### config.mk
export PLATFORM = sky130hd
export DESIGN_NAME = ret_stack_top
export DESIGN_NICKNAME = d
export VERILOG_FILES = /design/src/rtl/rstk_pkg.sv /design/src/rtl/rstk_decode.sv /design/src/rtl/rstk_lifo.sv /design/src/rtl/rstk_shadow.sv /design/src/rtl/rstk_ctrl.sv /design/src/rtl/ret_stack_top.sv
export SDC_FILE = /design/constraint.sdc
export NUM_CORES = 1
export LEC_CHECK = 0
export ABC_AREA = 1
export BUFFER_PORTS_ARGS = -buffer_cell sky130_fd_sc_hd__buf_4
export CAP_MARGIN = 15
export CORE_ASPECT_RATIO = 0.9
export CORE_MARGIN = 3
export CORE_UTILIZATION = 25
export DETAILED_ROUTE_END_ITERATION = 16
export SLEW_MARGIN = 20
export SYNTH_ARGS = -nofsm -noshare
export SYNTH_HDL_FRONTEND = slang
export SYNTH_SLANG_ARGS = --single-unit
### constraint.sdc
create_clock -name clk -period 3.69 [get_ports clk]
set_clock_uncertainty 0.05 [all_clocks]
set_input_delay 0.1845 -clock clk [delete_from_list [all_inputs] [get_ports clk]]
set_output_delay 0.1845 -clock clk [all_outputs]
set_load 0.02 [all_outputs]
### src/rtl/rstk_pkg.sv
package rstk_pkg;
    localparam int INSTR_W = 16;
    // Return opcode without its restore bit (word >> 1)
    localparam logic [INSTR_W-2:0] RET_OPC_HI = 15'h0009;

    typedef enum logic [0:0] {
        ST_READY    = 1'b0,
        ST_RET_SLOT = 1'b1
    } rstk_state_e;
endpackage

### src/rtl/rstk_decode.sv
module rstk_decode
    import rstk_pkg::*;
(
    input  logic               instr_valid,
    input  logic [INSTR_W-1:0] instr_word,
    output logic               is_ret,
    output logic               ret_fast
);
    always_comb begin
        is_ret   = instr_valid && (instr_word[INSTR_W-1:1] == RET_OPC_HI);
        ret_fast = instr_word[0];
    end
endmodule

### src/rtl/rstk_lifo.sv
module rstk_lifo #(
    parameter int DEPTH = 31,
    parameter int AW    = 21
) (
    input  logic          clk,
    input  logic          rst_n,
    input  logic          push_en,
    input  logic [AW-1:0] push_data,
    input  logic          pop_en,
    output logic          push_ok,
    output logic [AW-1:0] top_data,
    output logic          ovf,
    output logic          unf
);
    localparam int PTR_W = $clog2(DEPTH + 1);

    logic [PTR_W-1:0] ptr;
    logic [AW-1:0]    mem [DEPTH];
    logic             full;
    logic             empty;

    always_comb begin
        full     = (ptr == PTR_W'(DEPTH));
        empty    = (ptr == '0);
        push_ok  = push_en && !full && !pop_en;
        top_data = empty ? '0 : mem[ptr - PTR_W'(1)];
    end

    always_ff @(posedge clk) begin
        if (!rst_n) begin
            ptr <= '0;
            ovf <= 1'b0;
            unf <= 1'b0;
        end else if (pop_en) begin
            if (empty) unf <= 1'b1;
            else       ptr <= ptr - PTR_W'(1);
        end else if (push_en) begin
            if (full) ovf <= 1'b1;
            else      ptr <= ptr + PTR_W'(1);
        end
    end

    always_ff @(posedge clk) begin
        if (push_ok) mem[ptr] <= push_data;
    end
endmodule

### src/rtl/rstk_shadow.sv
module rstk_shadow #(
    parameter int DW = 8,
    parameter int BW = 4
) (
    input  logic          clk,
    input  logic          rst_n,
    input  logic          load,
    input  logic [DW-1:0] w_in,
    input  logic [DW-1:0] status_in,
    input  logic [BW-1:0] bsr_in,
    output logic [DW-1:0] w_sh,
    output logic [DW-1:0] status_sh,
    output logic [BW-1:0] bsr_sh
);
    always_ff @(posedge clk) begin
        if (!rst_n) begin
            w_sh      <= '0;
            status_sh <= '0;
            bsr_sh    <= '0;
        end else if (load) begin
            w_sh      <= w_in;
            status_sh <= status_in;
            bsr_sh    <= bsr_in;
        end
    end
endmodule

### src/rtl/rstk_ctrl.sv
module rstk_ctrl
    import rstk_pkg::*;
#(
    parameter int AW = 21
) (
    input  logic          clk,
    input  logic          rst_n,
    input  logic          ret_req,
    input  logic          ret_fast,
    input  logic [AW-1:0] top_data,
    output logic          ready,
    output logic          pop_en,
    output logic          pc_load,
    output logic [AW-1:0] pc_value,
    output logic          restore_en
);
    rstk_state_e state, state_nx;
    logic [AW-1:0] pc_hold;
    logic          fast_hold;

    // State register and return data captured at the pop edge
    always_ff @(posedge clk) begin
        if (!rst_n) begin
            state     <= ST_READY;
            pc_hold   <= '0;
            fast_hold <= 1'b0;
        end else begin
            state <= state_nx;
            if (pop_en) begin
                pc_hold   <= top_data;
                fast_hold <= ret_fast;
            end
        end
    end

    // Next state and outputs
    always_comb begin
        state_nx   = state;
        ready      = 1'b0;
        pop_en     = 1'b0;
        pc_load    = 1'b0;
        restore_en = 1'b0;
        pc_value   = pc_hold;
        unique case (state)
            ST_READY: begin
                ready  = 1'b1;
                pop_en = ret_req;
                if (ret_req) state_nx = ST_RET_SLOT;   // accept return
            end
            ST_RET_SLOT: begin
                pc_load    = 1'b1;
                restore_en = fast_hold;
                state_nx   = ST_READY;                 // slot done
            end
            default: state_nx = ST_READY;
        endcase
    end
endmodule

### src/rtl/ret_stack_top.sv
module ret_stack_top
    import rstk_pkg::*;
#(
    parameter int DEPTH = 31,
    parameter int AW    = 21,
    parameter int DW    = 8,
    parameter int BW    = 4
) (
    input  logic               clk,
    input  logic               rst_n,
    input  logic               instr_valid,
    input  logic [INSTR_W-1:0] instr_word,
    input  logic               push_req,
    input  logic [AW-1:0]      push_addr,
    input  logic               push_fast,
    input  logic [DW-1:0]      w_in,
    input  logic [DW-1:0]      status_in,
    input  logic [BW-1:0]      bsr_in,
    output logic               pc_load,
    output logic [AW-1:0]      pc_value,
    output logic [DW-1:0]      w_out,
    output logic               w_we,
    output logic [DW-1:0]      status_out,
    output logic               status_we,
    output logic [BW-1:0]      bsr_out,
    output logic               bsr_we,
    output logic               ovf_flag,
    output logic               unf_flag
);
    logic          is_ret, ret_fast, ready, pop_en, push_en, push_ok, restore_en;
    logic [AW-1:0] top_data;

    rstk_decode u_dec (
        .instr_valid (instr_valid),
        .instr_word  (instr_word),
        .is_ret      (is_ret),
        .ret_fast    (ret_fast)
    );

    rstk_ctrl #(.AW(AW)) u_ctrl (
        .clk        (clk),
        .rst_n      (rst_n),
        .ret_req    (is_ret),
        .ret_fast   (ret_fast),
        .top_data   (top_data),
        .ready      (ready),
        .pop_en     (pop_en),
        .pc_load    (pc_load),
        .pc_value   (pc_value),
        .restore_en (restore_en)
    );

    assign push_en = push_req && ready;

    rstk_lifo #(.DEPTH(DEPTH), .AW(AW)) u_lifo (
        .clk       (clk),
        .rst_n     (rst_n),
        .push_en   (push_en),
        .push_data (push_addr),
        .pop_en    (pop_en),
        .push_ok   (push_ok),
        .top_data  (top_data),
        .ovf       (ovf_flag),
        .unf       (unf_flag)
    );

    rstk_shadow #(.DW(DW), .BW(BW)) u_shadow (
        .clk       (clk),
        .rst_n     (rst_n),
        .load      (push_ok && push_fast),
        .w_in      (w_in),
        .status_in (status_in),
        .bsr_in    (bsr_in),
        .w_sh      (w_out),
        .status_sh (status_out),
        .bsr_sh    (bsr_out)
    );

    always_comb begin
        w_we      = restore_en;
        status_we = restore_en;
        bsr_we    = restore_en;
    end
endmodule

==> results of run 1 <==
## final cells by class
class                           count  share of cell area (%)
Clock inverter                     45                    1.36
Inverter                           44                   0.525
Sequential cell                   701                    60.8
Antenna cell                        1                 0.00740
Clock buffer                       92                    5.83
Timing Repair Buffer              207                    5.33
Multi-Input combinational cell   1540                    20.7
Tap cell                         1475                    5.46
## cell families after synthesis
family | Yosys count
and+or+nand+nor | 1478
DFF | 701
buffers and inverters | 199
AOI/OAI and AO/OA | 55
adders and majority gates | 6
xor gates and xnor gates | 1
## metrics by stage
stage               area, µm²  util, %  setup slack, ns  power, mW
detailed placement      30800     27.5            0.722       10.9
floorplan               28300        -             1.02       10.1
global route            33800     30.3            0.539       18.9
CTS                     33800     30.3            0.698       18.4
finish                  33800     30.3            0.720       18.3
global placement        30800     27.5            0.653       10.9
## Yosys cell counts, types with 6 or more instances
cell,n
inv_1,39
clkbuf_1,34
nand2_1,751
dfxtp_1,50
ha_1,6
buf_6,8
o21ai_0,26
nand3_1,605
nor2_1,94
a21oi_1,24
buf_4,18
or2_2,21
edfxtp_1,651
buf_2,91
## final timing paths
check | start | end | slack [ns] | cells after the start
setup / recovery | u_lifo.ptr[0] | u_lifo.mem[23][14] | 0.72 | 8
hold / removal | instr_word[2] | u_lifo.ptr[3] | 0.29 | 10
setup reg to reg | u_lifo.ptr[0] | u_lifo.mem[23][14] | 0.72 | 8
hold reg to reg | u_lifo.ovf | u_lifo.ovf | 0.40 | 2
## per-layer routing
metal	track usage (%)	vias to the layer above	share of wire, %
met5	0	-	0
met4	3.72	0	2.5
met3	2.49	114	7.1
li1	-	8817	-
met1	18.4	9306	44
met2	20.6	718	46
## where the power goes
part / internal (mW) / leakage (nW) / switching, mW
Sequential: 8.75 / 6.27 / 0.0256
Combinational: 0.580 / 4.45 / 1.44
Clock: 4.33 / 1.19 / 3.15
## timing repair
| item | 4_1_cts | 5_1_grt |
|---|---|---|
| hold endpoints to repair | 655 | 0 |
| hold buffers | 64 | 0 |
| buffers inserted | 0 | 0 |
## sequential cells by signal, indices dropped and copies added, names as in the netlist
name,cells
u_lifo.ptr,5
u_lifo.ovf,1
u_shadow.status_sh,8
u_ctrl.state,1
u_lifo.mem,651
u_shadow.w_sh,8
u_shadow.bsr_sh,4
u_lifo.unf,1
u_ctrl.pc_value,21
u_ctrl.fast_hold,1
## critical path, delay by kind of cell (launching register included)
kind / cells / cell delay, ns
buf+inv: 1 / 0.16
fa+ha+maj: 2 / 0.42
simple gates: 5 / 1.57
flops: 1 / 0.38
==> metrics.txt, run 1 <==
pwr dens 540 mW/mm²; Final min period 2.97 ns; area of the multi-input gates 0.00702 mm²; synth warn 0; FP Rows 116; Post-Syn Nets 2508; Leak Pwr 11.9 nW; Port Buf Inserts 108; vias after detailed routing 18955; fraction of registers with async set/reset 0%; largest family of logic cells by synthesized area simple AND/OR/NAND/NOR gates; RSZ-0062 raised after global routing false; Seq/Total Area, Yosys 72.6%; TritonCTS clock tree built; First DRT Iteration DRCs 2148; First-pass DRT Iterations 5; kind of critical path reg2reg; minimum hold slack 0.295 ns; Final Slew Violations 0; WP data arrival 3.16 ns; Hold WC Path Type in2reg; Critical Path Start Type register; Placed Cells 3903; CP max stage cell nor2_4; DR WL/cell 19.4 µm; ratio of cells with drive above 1 in the final layout 12.0%; DPL Wire Length 45.6 mm; fin cells 4105; # fillers 11255; Total Routing Usage GR 13.1%; GP Congestion 0.806; largest area contributor in the netlist edfxtp_1; #FFs+latches synth 701; first-pass GRT wire length 117 mm; syn avg cell area 11.6 µm²; mean number of vias per cell 4.62; worst path cell trace ha_1 > nand2_1 > nor2_1 > ha_1 > nand3b_1 > inv_1 > nand2_1 > nor2_4; initial antenna violation count 2; synthesis-to-finish area growth 19.6%; top cell type's share of synthesized area 69.1%; most frequent cells in the layout 749 x nand2_1, 651 x edfxtp_1, 605 x nand3_1, 136 x buf_4, 76 x clkbuf_16; Final period util 80.5%; final count of negative-setup-slack endpoints 0; Post-Syn Area 0.0283 mm²; final setup TNS 0 ns; Core Footprint 0.112 mm²; clock transition at the registers of the reported paths 0.06 ns; clock latency on the worst-skew pair 0.64 ns; DIE AREA 0.117 mm²; crit path max fanout 21; clock sinks 701; die width 361 µm; io pins 109; Yosys cell types 26; CTS resizes 0; Worst slew margin 36.4%; Starting Density 25.3%; Detailed Route WL 79.5 mm; Clock Tree Root clkbuf_16; adder-cell share of the synthesized area 0.265%; DRC violations left 0; WP data required 3.88 ns; synth top area cells edfxtp_1 69%, nand3_1 11%, nand2_1 10%, dfxtp_1 3.5%, buf_2 1.6%; Simple-Gate Fraction of Synth Area 22.6%; vias in the first global route 17681; total CTS buffers 75; compound-cell area share of the yosys netlist 1.01%; worst-margin pin slew 0.954 ns; largest net degree at the start of global routing 142; status finished, final reports clean; mux contribution to synthesized area 0%; maximum clock insertion buffer count 3; commonest non-fill, non-tap cell in the layout nand2_1; Synth Area in XOR/XNOR 0.0310%; CP Capture Type register; die height 325 µm; antenna-violating nets left 0; register area 0.0206 mm²; main flop type after synthesis edfxtp_1; Post-Syn Instances 2440; maxcap violations 0; Final Hold Viols 0; number of synthesized flops with an enable pin 651; CTS HTree Levels 3; nets 2637; global route overflow 0; worst IR drop on VDD 0.340 mV; Highest Clock Rate 0.337 GHz; CP peak stage delay 0.80 ns
(Power assumes the default switching activity.)
==> run 2: changes to the inputs <==
==> constraint.sdc (replaced) <==
create_clock -name clk -period 3.1 [get_ports clk]
set_clock_uncertainty 0.05 [all_clocks]
set_input_delay 0.155 -clock clk [delete_from_list [all_inputs] [get_ports clk]]
set_output_delay 0.155 -clock clk [all_outputs]
set_load 0.02 [all_outputs]
==> metrics.txt, run 2 (same netlist as run 1, synthesis figures left out) <==
status finished, final reports clean; met3 Resource Use GR 2.64%; busiest grt layer met2; Leak Pwr 12.2 nW; crit path max fanout 20; FP Rows 116; worst-margin pin slew 1.01 ns; RSZ-0062 raised after global routing false; global route overflow 0; maxcap violations 0; mean number of vias per cell 4.60; largest net degree at the start of global routing 150; Most common cell on crit path nor2_1; first-pass GRT wire length 120 mm; # fillers 11273; antenna-violating nets left 0; Highest Clock Rate 0.361 GHz; initial antenna violation count 3; clock latency on the worst-skew pair 0.62 ns; synthesis-to-finish area growth 20.8%; maximum clock insertion buffer count 3; commonest non-fill, non-tap cell in the layout nand2_1; Top reg by flops u_lifo.mem; CP peak stage delay 0.55 ns; Detailed Route WL 80.5 mm; die height 325 µm; final core occ 30.6%; Final period util 89.4%; Port Buf Inserts 108; most frequent cells in the layout 749 x nand2_1, 651 x edfxtp_1, 605 x nand3_1, 191 x buf_4, 76 x clkbuf_16; WP data required 3.54 ns; worst path cell trace ha_1 > nand2_1 > nor2_1 > ha_1 > nand3b_1 > inv_1 > nand2_1 > nor2_1 > nor2_1 > dlygate4sd3_1; DIE AREA 0.117 mm²; postcts setup bufs 0; vias in the first global route 18118; TritonCTS clock tree built; CP max stage cell dlygate4sd3_1; Largest register FFs 651; First DRT Iteration DRCs 1820; sum of buffers and inverters on the critical path 2; routing usage on met2 20.7%; CP Capture Type register; Clock Tree Root clkbuf_16; clock transition at the registers of the reported paths 0.06 ns; Final min period 2.77 ns; First-pass DRT Iterations 7; ratio of cells with drive above 1 in the final layout 14.0%; pwr dens 621 mW/mm²; kind of critical path reg2reg; vias after detailed routing 19160; critical path's top delay family simple AND/OR/NAND/NOR gates; DPL Wire Length 46.3 mm; worst IR drop on VDD 0.298 mV; Hold WC Path Type in2reg; Starting Density 25.3%; Critical Path Start Type register; Core Footprint 0.112 mm²; Worst slew margin 32.6%; grt met1 use 18.7%; final count of negative-setup-slack endpoints 0; WP data arrival 3.22 ns; total CTS buffers 73; final setup TNS 0 ns; nets 2695; die width 361 µm; GP Congestion 0.774; Final Slew Violations 0; io pins 109; Total Routing Usage GR 13.4%; DRC violations left 0; CTS HTree Levels 3; clock sinks 701; hold buffer count at cts 65; DR WL/cell 19.4 µm; Final Hold Viols 0; CTS resizes 0
-- run 2: per-layer routing --
| layer | vias up | wire (µm) |
|---|---|---|
| li1 | 8930 | - |
| met1 | 9346 | 35500 |
| met4 | 0 | 2630 |
| met2 | 736 | 36400 |
| met5 | - | 0 |
| met3 | 148 | 6090 |
-- run 2: worst paths after layout --
kind	from	end	slack, ns	cells past startpoint
hold reg to reg	u_lifo.ovf	u_lifo.ovf	0.41	2
setup reg to reg	u_lifo.ptr[0]	u_shadow.w_sh[4]	0.33	10
hold / removal	instr_word[2]	u_lifo.ptr[3]	0.29	10
setup / recovery	u_lifo.ptr[0]	u_shadow.w_sh[4]	0.33	10
-- run 2: power breakdown --
| group | internal, mW | switching (mW) | total (mW) | leakage, nW |
|---|---|---|---|---|
| Clock | 4.80 | 3.63 | 8.42 | 1.13 |
| Sequential | 10.4 | 0.0304 | 10.4 | 6.27 |
| Combinational | 0.728 | 1.62 | 2.34 | 4.78 |
| Total | 15.9 | 5.27 | 21.2 | 12.2 |
-- run 2: layout make-up --
class	instances	area, µm²	area share (%)
Tap cell	1475	1850	5.40
Inverter	44	178	0.520
Sequential cell	701	20600	60.1
Antenna cell	2	5.00	0.0146
Clock buffer	95	2030	5.95
Timing Repair Buffer	267	2300	6.74
Clock inverter	37	245	0.717
Multi-Input combinational cell	1540	7020	20.5
-- run 2: worst register-to-register path, delay by kind of cell (launching register included) --
kind	cells	cell delay (ns)
buf+inv	2	0.72
simple gates	6	1.12
flops	1	0.37
fa+ha+maj	2	0.41
-- run 2: per-stage QoR --
stage / hold WS [ns] / setup WS (ns) / power (mW) / cell area [µm²] / instances
3_5_place_dp: 0.334 / 0.433 / 12.9 / 31200 / 3962
2_1_floorplan: 0.204 / 0.427 / 12.0 / 28300 / 2440
6_report: 0.288 / 0.329 / 21.2 / 34200 / 4161
4_1_cts: 0.263 / 0.297 / 21.4 / 34200 / 4159
5_1_grt: 0.387 / 0.0666 / 22.0 / 34200 / 4159
3_3_place_gp: 0.327 / 0.425 / 12.9 / 31200 / 3962
